`src/rtl/rxs_pkg.sv`:
```
package rxs_pkg;
  localparam int CTL_OWN  = 31;
  localparam int CTL_ERR  = 30;
  localparam int CTL_BUFF = 27;
  localparam int CTL_STP  = 25;
  localparam int CTL_ENP  = 24;

  typedef enum logic [3:0] {
    S_IDLE, S_RD_OWN, S_RD_BUF, S_FILL, S_WR_BYTE,
    S_CHK_NEXT, S_WR_CUR, S_WR_CNT, S_WR_FIRST, S_DISCARD
  } rxs_state_e;

  typedef enum logic [1:0] {
    AFT_CNT, AFT_BUF, AFT_FIRST
  } rxs_after_e;
endpackage

```
`src/rtl/rxs_ring_ptr.sv`:
```
module rxs_ring_ptr #(
  parameter int ADDR_W = 32,
  parameter int POS_W  = 9
) (
  input  logic              clk,
  input  logic              rst_n,
  input  logic [ADDR_W-1:0] ring_base,
  input  logic [POS_W:0]    ring_len,
  input  logic              advance,
  output logic [POS_W-1:0]  pos,
  output logic [ADDR_W-1:0] desc_addr
);
  localparam int DESC_SHIFT = 4;

  logic [POS_W-1:0] pos_q;
  logic [POS_W:0]   pos_inc;

  assign pos_inc   = {1'b0, pos_q} + 1'b1;
  assign pos       = pos_q;
  assign desc_addr = ring_base + (ADDR_W'(pos_q) << DESC_SHIFT);

  always_ff @(posedge clk or negedge rst_n) begin
    if (!rst_n) begin
      pos_q <= '0;
    end else if (advance) begin
      pos_q <= (pos_inc >= ring_len) ? '0 : pos_inc[POS_W-1:0];
    end
  end

  AST_RING_WRAP: assert property (@(posedge clk) disable iff (!rst_n)
    (advance && (pos_inc == ring_len)) |=> (pos_q == '0));
  AST_RING_STEP: assert property (@(posedge clk) disable iff (!rst_n)
    (advance && (pos_inc < ring_len)) |=> (pos_q == $past(pos_q) + 1'b1));
  AST_RING_HOLD: assert property (@(posedge clk) disable iff (!rst_n)
    !advance |=> $stable(pos_q));
endmodule

```
`src/rtl/rxs_desc_fmt.sv`:
```
module rxs_desc_fmt #(
  parameter int CNT_W = 12
) (
  input  logic             swap,
  input  logic [CNT_W-1:0] ctl_len,
  output logic [3:0]       buf_off,
  output logic [3:0]       cnt_off,
  output logic [CNT_W-1:0] cap
);
  localparam logic [3:0] OFF_W0 = 4'd0;
  localparam logic [3:0] OFF_W2 = 4'd8;

  always_comb begin
    buf_off = swap ? OFF_W2 : OFF_W0;
    cnt_off = swap ? OFF_W0 : OFF_W2;
    cap     = (~ctl_len) + 1'b1;
  end
endmodule

```
`src/rtl/rx_ring_scatter.sv`:
```
module rx_ring_scatter
  import rxs_pkg::*;
#(
  parameter int ADDR_W    = 32,
  parameter int RING_MAX  = 512,
  parameter int MAX_FRAME = 2048,
  parameter int POS_W     = $clog2(RING_MAX)
) (
  input  logic              clk,
  input  logic              rst_n,
  input  logic              rx_en,
  input  logic [ADDR_W-1:0] ring_base,
  input  logic [POS_W:0]    ring_len,
  input  logic              desc_swap,
  input  logic              in_valid,
  output logic              in_ready,
  input  logic [7:0]        in_data,
  input  logic              in_sop,
  input  logic              in_eop,
  output logic              mem_req,
  output logic              mem_we,
  output logic [ADDR_W-1:0] mem_addr,
  output logic [3:0]        mem_be,
  output logic [31:0]       mem_wdata,
  input  logic [31:0]       mem_rdata,
  input  logic              mem_ack,
  output logic              rx_irq,
  output logic              rx_drop,
  output logic              busy,
  output logic [POS_W-1:0]  ring_pos
);
  localparam int CNT_W   = 12;
  localparam int LEN_W   = $clog2(MAX_FRAME + 1);
  localparam int FCS_LEN = 4;
  localparam logic [31:0] OWN_M = 32'h1 << CTL_OWN;
  localparam logic [31:0] ENP_M = 32'h1 << CTL_ENP;
  localparam logic [31:0] STP_M = 32'h1 << CTL_STP;
  localparam logic [31:0] ERR_M = (32'h1 << CTL_ERR) | (32'h1 << CTL_BUFF) | ENP_M;

  rxs_state_e        state;
  rxs_after_e        after_q;
  logic [31:0]       cur_w1, first_w1, nxt_w1;
  logic [ADDR_W-1:0] cur_addr, first_addr, buf_addr;
  logic [CNT_W-1:0]  buf_cnt;
  logic [LEN_W-1:0]  tot_cnt;
  logic              is_first, last_q, eop_seen;
  logic [7:0]        byte_q;

  logic              advance;
  logic [ADDR_W-1:0] desc_addr;
  logic [3:0]        buf_off, cnt_off;
  logic [CNT_W-1:0]  cap;
  logic              frame_end, buf_full, refuse;
  logic [CNT_W-1:0]  msg_cnt;
  logic [ADDR_W-1:0] byte_addr;

  rxs_ring_ptr #(.ADDR_W(ADDR_W), .POS_W(POS_W)) ptr_i (
    .clk(clk), .rst_n(rst_n), .ring_base(ring_base), .ring_len(ring_len),
    .advance(advance), .pos(ring_pos), .desc_addr(desc_addr)
  );

  rxs_desc_fmt #(.CNT_W(CNT_W)) fmt_i (
    .swap(desc_swap), .ctl_len(cur_w1[CNT_W-1:0]),
    .buf_off(buf_off), .cnt_off(cnt_off), .cap(cap)
  );

  assign frame_end = last_q || (({1'b0, tot_cnt} + 1'b1) == (LEN_W+1)'(MAX_FRAME));
  assign buf_full  = ({1'b0, buf_cnt} + 1'b1) == {1'b0, cap};
  assign refuse    = (ring_base == '0) || !rx_en;
  assign msg_cnt   = CNT_W'(tot_cnt) + CNT_W'(FCS_LEN);
  assign byte_addr = buf_addr + ADDR_W'(buf_cnt);
  assign busy      = (state != S_IDLE);
  assign advance   = mem_ack && (((state == S_RD_BUF) && (cap == '0)) ||
                                 ((state == S_WR_BYTE) && (frame_end || buf_full)));

  always_comb begin
    in_ready = (state == S_FILL) || (state == S_DISCARD) || ((state == S_IDLE) && !in_sop);
    mem_req   = 1'b0;
    mem_we    = 1'b0;
    mem_addr  = '0;
    mem_be    = 4'hF;
    mem_wdata = '0;
    case (state)
      S_RD_OWN:   begin mem_req = 1'b1; mem_addr = cur_addr + ADDR_W'(4); end
      S_RD_BUF:   begin mem_req = 1'b1; mem_addr = cur_addr + ADDR_W'(buf_off); end
      S_CHK_NEXT: begin mem_req = 1'b1; mem_addr = desc_addr + ADDR_W'(4); end
      S_WR_BYTE: begin
        mem_req   = 1'b1;
        mem_we    = 1'b1;
        mem_addr  = byte_addr;
        mem_be    = 4'b0001 << byte_addr[1:0];
        mem_wdata = {4{byte_q}};
      end
      S_WR_CUR: begin
        mem_req = 1'b1; mem_we = 1'b1;
        mem_addr = cur_addr + ADDR_W'(4); mem_wdata = cur_w1;
      end
      S_WR_CNT: begin
        mem_req = 1'b1; mem_we = 1'b1; mem_be = 4'b0011;
        mem_addr = cur_addr + ADDR_W'(cnt_off); mem_wdata = 32'(msg_cnt);
      end
      S_WR_FIRST: begin
        mem_req = 1'b1; mem_we = 1'b1;
        mem_addr = first_addr + ADDR_W'(4);
        mem_wdata = (first_w1 & ~OWN_M) | STP_M;
      end
      default: ;
    endcase
  end

  always_ff @(posedge clk or negedge rst_n) begin
    if (!rst_n) begin
      state      <= S_IDLE;
      after_q    <= AFT_CNT;
      cur_w1     <= '0;
      first_w1   <= '0;
      nxt_w1     <= '0;
      cur_addr   <= '0;
      first_addr <= '0;
      buf_addr   <= '0;
      buf_cnt    <= '0;
      tot_cnt    <= '0;
      is_first   <= 1'b0;
      last_q     <= 1'b0;
      eop_seen   <= 1'b0;
      byte_q     <= '0;
      rx_irq     <= 1'b0;
      rx_drop    <= 1'b0;
    end else begin
      rx_irq  <= 1'b0;
      rx_drop <= 1'b0;
      case (state)
        S_IDLE: if (in_valid && in_sop) begin
          if (refuse) begin
            rx_drop <= 1'b1;
            state   <= S_DISCARD;
          end else begin
            cur_addr   <= desc_addr;
            first_addr <= desc_addr;
            state      <= S_RD_OWN;
          end
        end
        S_RD_OWN: if (mem_ack) begin
          if (!mem_rdata[CTL_OWN]) begin
            rx_drop <= 1'b1;
            state   <= S_DISCARD;
          end else begin
            cur_w1   <= mem_rdata;
            first_w1 <= mem_rdata;
            is_first <= 1'b1;
            tot_cnt  <= '0;
            eop_seen <= 1'b0;
            state    <= S_RD_BUF;
          end
        end
        S_RD_BUF: if (mem_ack) begin
          buf_addr <= mem_rdata[ADDR_W-1:0];
          buf_cnt  <= '0;
          state    <= (cap == '0) ? S_CHK_NEXT : S_FILL;
        end
        S_FILL: if (in_valid) begin
          byte_q   <= in_data;
          last_q   <= in_eop;
          eop_seen <= in_eop;
          state    <= S_WR_BYTE;
        end
        S_WR_BYTE: if (mem_ack) begin
          buf_cnt <= buf_cnt + 1'b1;
          tot_cnt <= tot_cnt + 1'b1;
          if (frame_end) begin
            if (is_first) begin
              first_w1 <= first_w1 | ENP_M;
              state    <= S_WR_CNT;
            end else begin
              cur_w1  <= (cur_w1 & ~OWN_M) | ENP_M;
              after_q <= AFT_CNT;
              state   <= S_WR_CUR;
            end
          end else if (buf_full) begin
            state <= S_CHK_NEXT;
          end else begin
            state <= S_FILL;
          end
        end
        S_CHK_NEXT: if (mem_ack) begin
          if (mem_rdata[CTL_OWN]) begin
            if (is_first) begin
              cur_w1   <= mem_rdata;
              cur_addr <= desc_addr;
              is_first <= 1'b0;
              state    <= S_RD_BUF;
            end else begin
              nxt_w1  <= mem_rdata;
              cur_w1  <= cur_w1 & ~OWN_M;
              after_q <= AFT_BUF;
              state   <= S_WR_CUR;
            end
          end else if (is_first) begin
            first_w1 <= first_w1 | ERR_M;
            state    <= S_WR_FIRST;
          end else begin
            cur_w1  <= (cur_w1 & ~OWN_M) | ERR_M;
            after_q <= AFT_FIRST;
            state   <= S_WR_CUR;
          end
        end
        S_WR_CUR: if (mem_ack) begin
          case (after_q)
            AFT_CNT:   state <= S_WR_CNT;
            AFT_FIRST: state <= S_WR_FIRST;
            default: begin
              cur_w1   <= nxt_w1;
              cur_addr <= desc_addr;
              state    <= S_RD_BUF;
            end
          endcase
        end
        S_WR_CNT: if (mem_ack) state <= S_WR_FIRST;
        S_WR_FIRST: if (mem_ack) begin
          rx_irq <= 1'b1;
          state  <= eop_seen ? S_IDLE : S_DISCARD;
        end
        S_DISCARD: if (in_valid && in_eop) state <= S_IDLE;
        default: state <= S_IDLE;
      endcase
    end
  end

  AST_REQ_HOLD: assert property (@(posedge clk) disable iff (!rst_n)
    (mem_req && !mem_ack) |=> (mem_req && $stable(mem_addr) && $stable(mem_we) && $stable(mem_wdata)));
  AST_NO_IN_DURING_MEM: assert property (@(posedge clk) disable iff (!rst_n)
    mem_req |-> !in_ready);
  AST_IRQ_PULSE: assert property (@(posedge clk) disable iff (!rst_n)
    rx_irq |=> !rx_irq);
  AST_REFUSE_DROP: assert property (@(posedge clk) disable iff (!rst_n)
    ((state == S_IDLE) && in_valid && in_sop && refuse) |=> (rx_drop && !mem_req));
  AST_FILL_BOUND: assert property (@(posedge clk) disable iff (!rst_n)
    (state == S_WR_BYTE) |-> (buf_cnt < cap));
  AST_TRUNC_LIMIT: assert property (@(posedge clk) disable iff (!rst_n)
    tot_cnt <= LEN_W'(MAX_FRAME));
endmodule

```
`config.mk`:
```
export PLATFORM = sky130hd
export DESIGN_NAME = rx_ring_scatter
export DESIGN_NICKNAME = d
export VERILOG_FILES = /design/src/rtl/rxs_pkg.sv /design/src/rtl/rxs_ring_ptr.sv /design/src/rtl/rxs_desc_fmt.sv /design/src/rtl/rx_ring_scatter.sv
export SDC_FILE = /design/constraint.sdc
export NUM_CORES = 1
export LEC_CHECK = 0
export BUFFER_PORTS_ARGS = -buffer_cell sky130_fd_sc_hd__buf_2
export CORE_MARGIN = 5
export CORE_UTILIZATION = 62
export CTS_BUF_LIST = sky130_fd_sc_hd__clkbuf_8
export CTS_CLUSTER_DIAMETER = 120
export DETAILED_ROUTE_END_ITERATION = 10
export MAX_ROUTING_LAYER = met4
export PLACE_DENSITY_LB_ADDON = 0.12
export SLEW_MARGIN = 10
export SYNTH_ARGS = -nofsm -noshare
export SYNTH_HDL_FRONTEND = slang
export SYNTH_SLANG_ARGS = --single-unit
```
`constraint.sdc`:
```
create_clock -name clk -period 6 [get_ports clk]
set_input_delay 0.9 -clock clk [delete_from_list [all_inputs] [get_ports clk]]
set_output_delay 0.9 -clock clk [all_outputs]
set_load 0.01 [all_outputs]
```
==> reports/metrics.cfg, run 1 <==
[global_route]
antenna_found_initial=1
grtUsageTotal_pct=37.2
met3_usage_pct=5.61
grt.busiest_layer=met2
met2_usage_pct=54.8
grt_first_pass_wirelength_um=84000
grt-ovfl-total=0
grt_max_degree=175
grt_pass1_vias=14900
met1_usage_pct=53.5

[synth]
synth_nets=1996
ys_ff_latch=242
seq_area_frac_synth_pct=37.4
syn_area_per_cell_um2=8.69
synthArstFlopShare_pct=100
yosys_warnings=0
ys_types=87
synth-edff-count=0
syn-instance-count=1864
ys.flop_type=dfrtp_1
synth_area_um2=16200

[clock_network]
cts_buffer_depth=3
clockRootBuffer=clkbuf_8
post_cts_resized=0
cts_buffers=44
cts_tree=built
clock_latency_ps=590
cts_htree_levels=2
cts_setup_buffers=0
clkSlewWorstSetupHoldPaths_ps=60
clock_sinks=242
cts_hold_buf=0

[setup_path]
cpMaxStageDelayCell=nor4bb_4
cp_cell_sequence=buf_4 -> nor4bb_4 -> buf_6 -> and2_1 -> o2111a_1 -> nor3b_2 -> nor3b_2 -> buf_4 -> nand3_1 -> or3_1 -> xnor2_1 -> o221ai_1 -> buf_2
worstSetupStartpoint=state[3]$_DFFE_PN0P_
r2r_cells=12
path_class=reg -> out
cp.arrival_ps=4880
path_max_fanout=38
cp-end-kind=primary output
worstReg2RegStart=cur_w1[0]$_DFFE_PN0P_
reg2reg_to=ptr_i.pos[2]$_DFFE_PN0P_
cp_slowest_stage_delay_ps=600
reg2reg_slack_ps=2030
cp-start-kind=flop
required_ps=5100

[layout]
drive_gt1_share_pct=19.6
multi_input_area_um2=9600
diodes=0
seqCellArea_um2=6060
area_growth_pct=12.9
fin_nets=2140
nFillCells=2125

[placed_design]
place_hpwl_um=38700
io_buffer_count=172
place_congestion=0.991

[detailed_routing]
drc_errors=0
routed_wl_um=53700
wl_per_cell_um=22.6
drtAntennaViolNets=0
dr.pass1.iters=7
num_vias=15600
drt_iter0_drc=1993
avgViaCountPerCell=6.58

[floorplanning]
die_h_um=172
pin_count=173
die-area_um2=29500
placementRows=59
fp.dieW_um=172
initial_utilization_pct=62.5
core-area_um2=25900

[sta]
max_freq_mhz=173
period_needed_ps=5780
post-route-period-util_pct=96.3
worst_slew_pin_slew_ps=1180
tns_ps=0
setup_viol=0
hold_violations=0
skew_ps=27.3
hold_ws_ps=284
slew_headroom_pct=21.1
maxSlewViolCount=0
rsz0062_at_grt=false

[power_and_ir_drop]
power_density_nw_per_um2=495
total_power_w=0.00905
peakVddDrop_mv=0.416
leakagePower_nw=8.39

[job]
drv_cap=0

[outcome]
outcome=completed

[worst_hold_path]
hold_path_class=in -> async

## sequential cells by signal, indices dropped and copies added (netlist names), 9 cells and up
register / flops
tot_cnt: 12
nxt_w1: 32
first_addr: 32
first_w1: 30
cur_addr: 32
ptr_i.pos: 9
buf_cnt: 12
cur_w1: 32
buf_addr: 32
## layout make-up
type	count	area share, %
timing repair buffer	209	6.37
clock buffer	55	4.14
sequential	242	33.1
clock inverter	20	0.752
inverter	41	0.841
tap	335	2.29
multi-input combinational	1470	52.5
## Yosys cell counts (7+ instances only)
cell | n | area, um^2
a221oi_1 | 8 | 70.1
buf_1 | 7 | 26.3
a211oi_1 | 13 | 97.6
nand4_1 | 26 | 163
and2_1 | 16 | 100
nand3_1 | 52 | 260
mux2_2 | 92 | 1040
a222oi_1 | 9 | 90.1
a22o_1 | 10 | 87.6
a221o_1 | 7 | 70.1
o211ai_1 | 7 | 52.6
clkbuf_1 | 90 | 338
and4_1 | 9 | 78.8
inv_1 | 39 | 146
dfrtp_1 | 242 | 6060
a22oi_1 | 81 | 608
nor4_1 | 11 | 68.8
o21ai_1 | 8 | 40.0
and3_1 | 24 | 150
o21ai_0 | 189 | 946
buf_2 | 12 | 60.1
o221ai_1 | 16 | 140
a21oi_1 | 87 | 435
xor2_1 | 58 | 508
a31oi_1 | 15 | 93.8
a21o_1 | 16 | 120
nand2b_1 | 21 | 131
o21a_1 | 12 | 90.1
ha_1 | 40 | 500
or3_1 | 9 | 56.3
nor2_1 | 117 | 439
o22ai_1 | 12 | 75.1
mux2i_1 | 16 | 160
nor3_1 | 25 | 125
xnor2_1 | 84 | 736
nor2b_1 | 10 | 62.6
nand2_1 | 278 | 1040
## worst max-delay path: cells and delay by family (launching register included)
kind / cells / cell delay (ps)
simple gates: 6 / 2080
buf+inv: 4 / 1030
flops: 1 / 570
compound gates: 2 / 490
xor+xnor: 1 / 130
## cells by family after synthesis
kind of cell,synth area share [%]
flip-flops,37.4
AND/OR/NAND/NOR,19.4
adder cells (fa/ha/maj),3.40
AO/OA/AOI/OAI,21.2
XOR/XNOR,7.68
multiplexers,7.38
buffers and inverters,3.66
## worst max path at each step
stage	end	cells past startpoint	slack (ps)
2_1_floorplan	mem_addr[25]	12	1100
3_5_place_dp	mem_addr[17]	14	380
5_1_grt	mem_addr[22]	13	2
4_1_cts	mem_addr[22]	13	210
6_report	mem_addr[22]	13	220
3_3_place_gp	mem_addr[17]	14	450
## routing by layer
| layer | wire, um | share of wire (%) |
|---|---|---|
| met3 | 5480 | 10 |
| met4 | 1560 | 2.9 |
| met1 | 22800 | 42 |
| met2 | 23800 | 44 |
| met5 | 0 | 0 |
## power by group
group | internal (W) | leakage, nW | switching [W] | total (W)
registers | 0.00232 | 3.05 | 0.000706 | 0.00303
clock network | 0.000872 | 0.506 | 0.000732 | 0.00160
logic | 0.00173 | 4.83 | 0.00269 | 0.00442
## cells in the final DEF, fill, tap and decap left out, types with 9 or more instances in the layout
cell	n
mux2i_1	16
and4_1	9
nor2_1	117
a222oi_1	9
o22ai_1	12
nand2b_1	20
xor2_1	58
or3_1	9
buf_2	171
nand3_1	52
and3_1	24
nand4_1	26
xnor2_1	84
a21o_1	16
nor4_1	11
mux2_2	92
and2_1	16
a22oi_1	81
o221ai_1	16
ha_1	40
clkbuf_8	55
nand2_1	278
dfrtp_1	240
inv_1	50
nor2b_1	10
nor3_1	24
a211oi_1	13
o21ai_0	188
buf_4	35
a31oi_1	15
o21a_1	12
a22o_1	10
a21oi_1	87
## stage by stage
| stage | util (%) | cells | area [um^2] | worst slack (ps) |
|---|---|---|---|---|
| 4_1_cts | 70.5 | 2372 | 18300 | 206 |
| 2_1_floorplan | - | 1864 | 16200 | 1100 |
| 3_3_place_gp | 67.1 | 2297 | 17400 | 449 |
| 3_5_place_dp | 67.1 | 2297 | 17400 | 380 |
| 5_1_grt | 70.6 | 2372 | 18300 | 1.87 |
| 6_report | 70.6 | 2372 | 18300 | 219 |
(Power assumes the default switching activity.)
==> run 2: changes to the inputs <==
- PLACE_DENSITY: unset -> 0.84
- PLACE_DENSITY_LB_ADDON: 0.12 -> unset
==> run 2 against run 1 <==
Effect of this change: total power decreased by 0.17%; setup slack improved by 130 ps; maximum frequency increased by 2.3%; die area unchanged; non-clock buffer count decreased by 2; clock-buffer cell count decreased by 6; clock skew increased by 7.3 ps; utilization decreased by 0.13 points; combinational power decreased by 0.9%; register-to-register slack got worse by 190 ps; via count increased by 0.38%.
==> reports/metrics.cfg, run 2 (synthesis results as in run 1) <==
[outcome]
outcome=completed

[detailed_routing]
drc_errors=0
dr.pass1.iters=7
drt_iter0_drc=2135
routed_wl_um=53400
drtAntennaViolNets=0
wl_per_cell_um=22.5
avgViaCountPerCell=6.61
num_vias=15700

[setup_path]
r2r_cells=12
cp_cell_sequence=ha_1 -> and3_1 -> a221oi_2 -> xnor2_1 -> a21oi_1 -> nor3b_2 -> nor3b_2 -> buf_4 -> nand3_1 -> or3_1 -> xnor2_1 -> o221ai_1 -> buf_2
cp.arrival_ps=4750
cp-end-kind=primary output
cp-start-kind=flop
worstReg2RegStart=cur_w1[0]$_DFFE_PN0P_
path_class=reg -> out
reg2reg_slack_ps=1840
reg2reg_to=ptr_i.pos[2]$_DFFE_PN0P_
path_max_fanout=8
cpMaxStageDelayCell=a221oi_2
crit_buf_inv=2
cp_slowest_stage_delay_ps=540
critPathTopFamily=simple AND/OR/NAND/NOR gates
required_ps=5100

[sta]
hold_violations=0
tns_ps=0
period_needed_ps=5650
post-route-period-util_pct=94.2
worst_slew_pin_slew_ps=1300
maxSlewViolCount=0
hold_ws_ps=383
rsz0062_at_grt=false
slew_headroom_pct=13.2
setup_viol=0
max_freq_mhz=177
skew_ps=34.5

[placed_design]
place_hpwl_um=38400
place_congestion=1.02
io_buffer_count=172

[global_route]
grt-ovfl-total=0
grt_pass1_vias=14700
grt_max_degree=129
grtUsageTotal_pct=36.6
antenna_found_initial=0
grt_first_pass_wirelength_um=82400

[power_and_ir_drop]
seqPwrFrac_pct=33.5
comb_power_share_pct=48.5
leakagePower_nw=8.37
power_density_nw_per_um2=495
clockPowerShare_pct=18.0
p_int_w=0.00495
peakVddDrop_mv=0.312
p_switching_w=0.00408
p_sw_share_pct=45.1

[floorplanning]
core-area_um2=25900
initial_utilization_pct=62.5
die_h_um=172
placementRows=59
fp.dieW_um=172
die-area_um2=29500
pin_count=173

[layout]
layout_commonest_cell=nand2_1
drive_gt1_share_pct=19.2
fin_nets=2135
area_growth_pct=12.7
layout_common_cells=nand2_1 (278), dfrtp_1 (241), o21ai_0 (188)

[job]
drv_cap=0

[worst_hold_path]
hold_path_class=in -> async

[clock_network]
cts_setup_buffers=0
cts_tree=built
clockRootBuffer=clkbuf_8
clock_latency_ps=570
cts_htree_levels=2
cts_buffer_depth=3
clock_sinks=242
clkSlewWorstSetupHoldPaths_ps=70
cts_buffers=41

[run 2: cell types whose count changed in the layout (fill, tap and decap cells not counted), sizes merged]
cell and delta:
bufinv +3, clkinv -4, clkbuf -6, buf -2
clkinvlp +2, inv +2, diode +2
[run 2: how the worst max path moves through the flow]
stage,from,to,depth (start not counted)
2_1_floorplan,ring_base[4],mem_addr[25],12
3_3_place_gp,ring_base[4],mem_addr[17],14
3_5_place_dp,ring_base[8],mem_addr[22],14
4_1_cts,state[0]$_DFFE_PN0P_,mem_addr[22],14
5_1_grt,ptr_i.pos[2]$_DFFE_PN0P_,mem_addr[22],13
6_report,ptr_i.pos[2]$_DFFE_PN0P_,mem_addr[22],13
[run 2: repair_timing]
item,4_1_cts,5_1_grt
endpoints found under the setup margin,0,2
hold buffers,0,0
gates resized for setup,0,2
[run 2: per-layer routing]
metal	share of wire [%]	vias to the layer above	track usage [%]
met1	41	7612	49.5
met2	45	862	55.0
met5	0	-	-
met4	4.4	0	15.1
li1	-	7044	-
met3	9.3	145	6.09
[run 2: cell type report]
| type | instances | area, um^2 |
|---|---|---|
| clock inverters | 23 | 215 |
| well taps | 335 | 419 |
| repair buffers | 207 | 1150 |
| diodes | 2 | 5.00 |
| fillers | 2006 | 7650 |
| flip-flops and latches | 242 | 6060 |
| multi-input cells | 1470 | 9590 |
| clock buffers | 49 | 674 |
| inverters | 41 | 154 |
[run 2: through the flow]
step / std cells / power [W] / utilization (%) / setup WS [ps] / cell area [um^2]
3_3_place_gp: 2295 / 0.00716 / 67.0 / 552 / 17400
4_1_cts: 2367 / 0.00893 / 70.4 / 346 / 18300
6_report: 2369 / 0.00903 / 70.5 / 350 / 18300
2_1_floorplan: 1864 / 0.00573 / - / 1100 / 16200
5_1_grt: 2367 / 0.00954 / 70.5 / 39.6 / 18300
3_5_place_dp: 2295 / 0.00729 / 67.0 / 493 / 17400
[run 2: power by group through the flow]
stage	clock network (W)	registers, W	logic, W
floorplan	0	0.00272	0.00301
global placement	0	0.00296	0.00420
detailed placement	0	0.00301	0.00428
CTS	0.00164	0.00299	0.00430
global route	0.00172	0.00309	0.00473
finish	0.00163	0.00302	0.00438
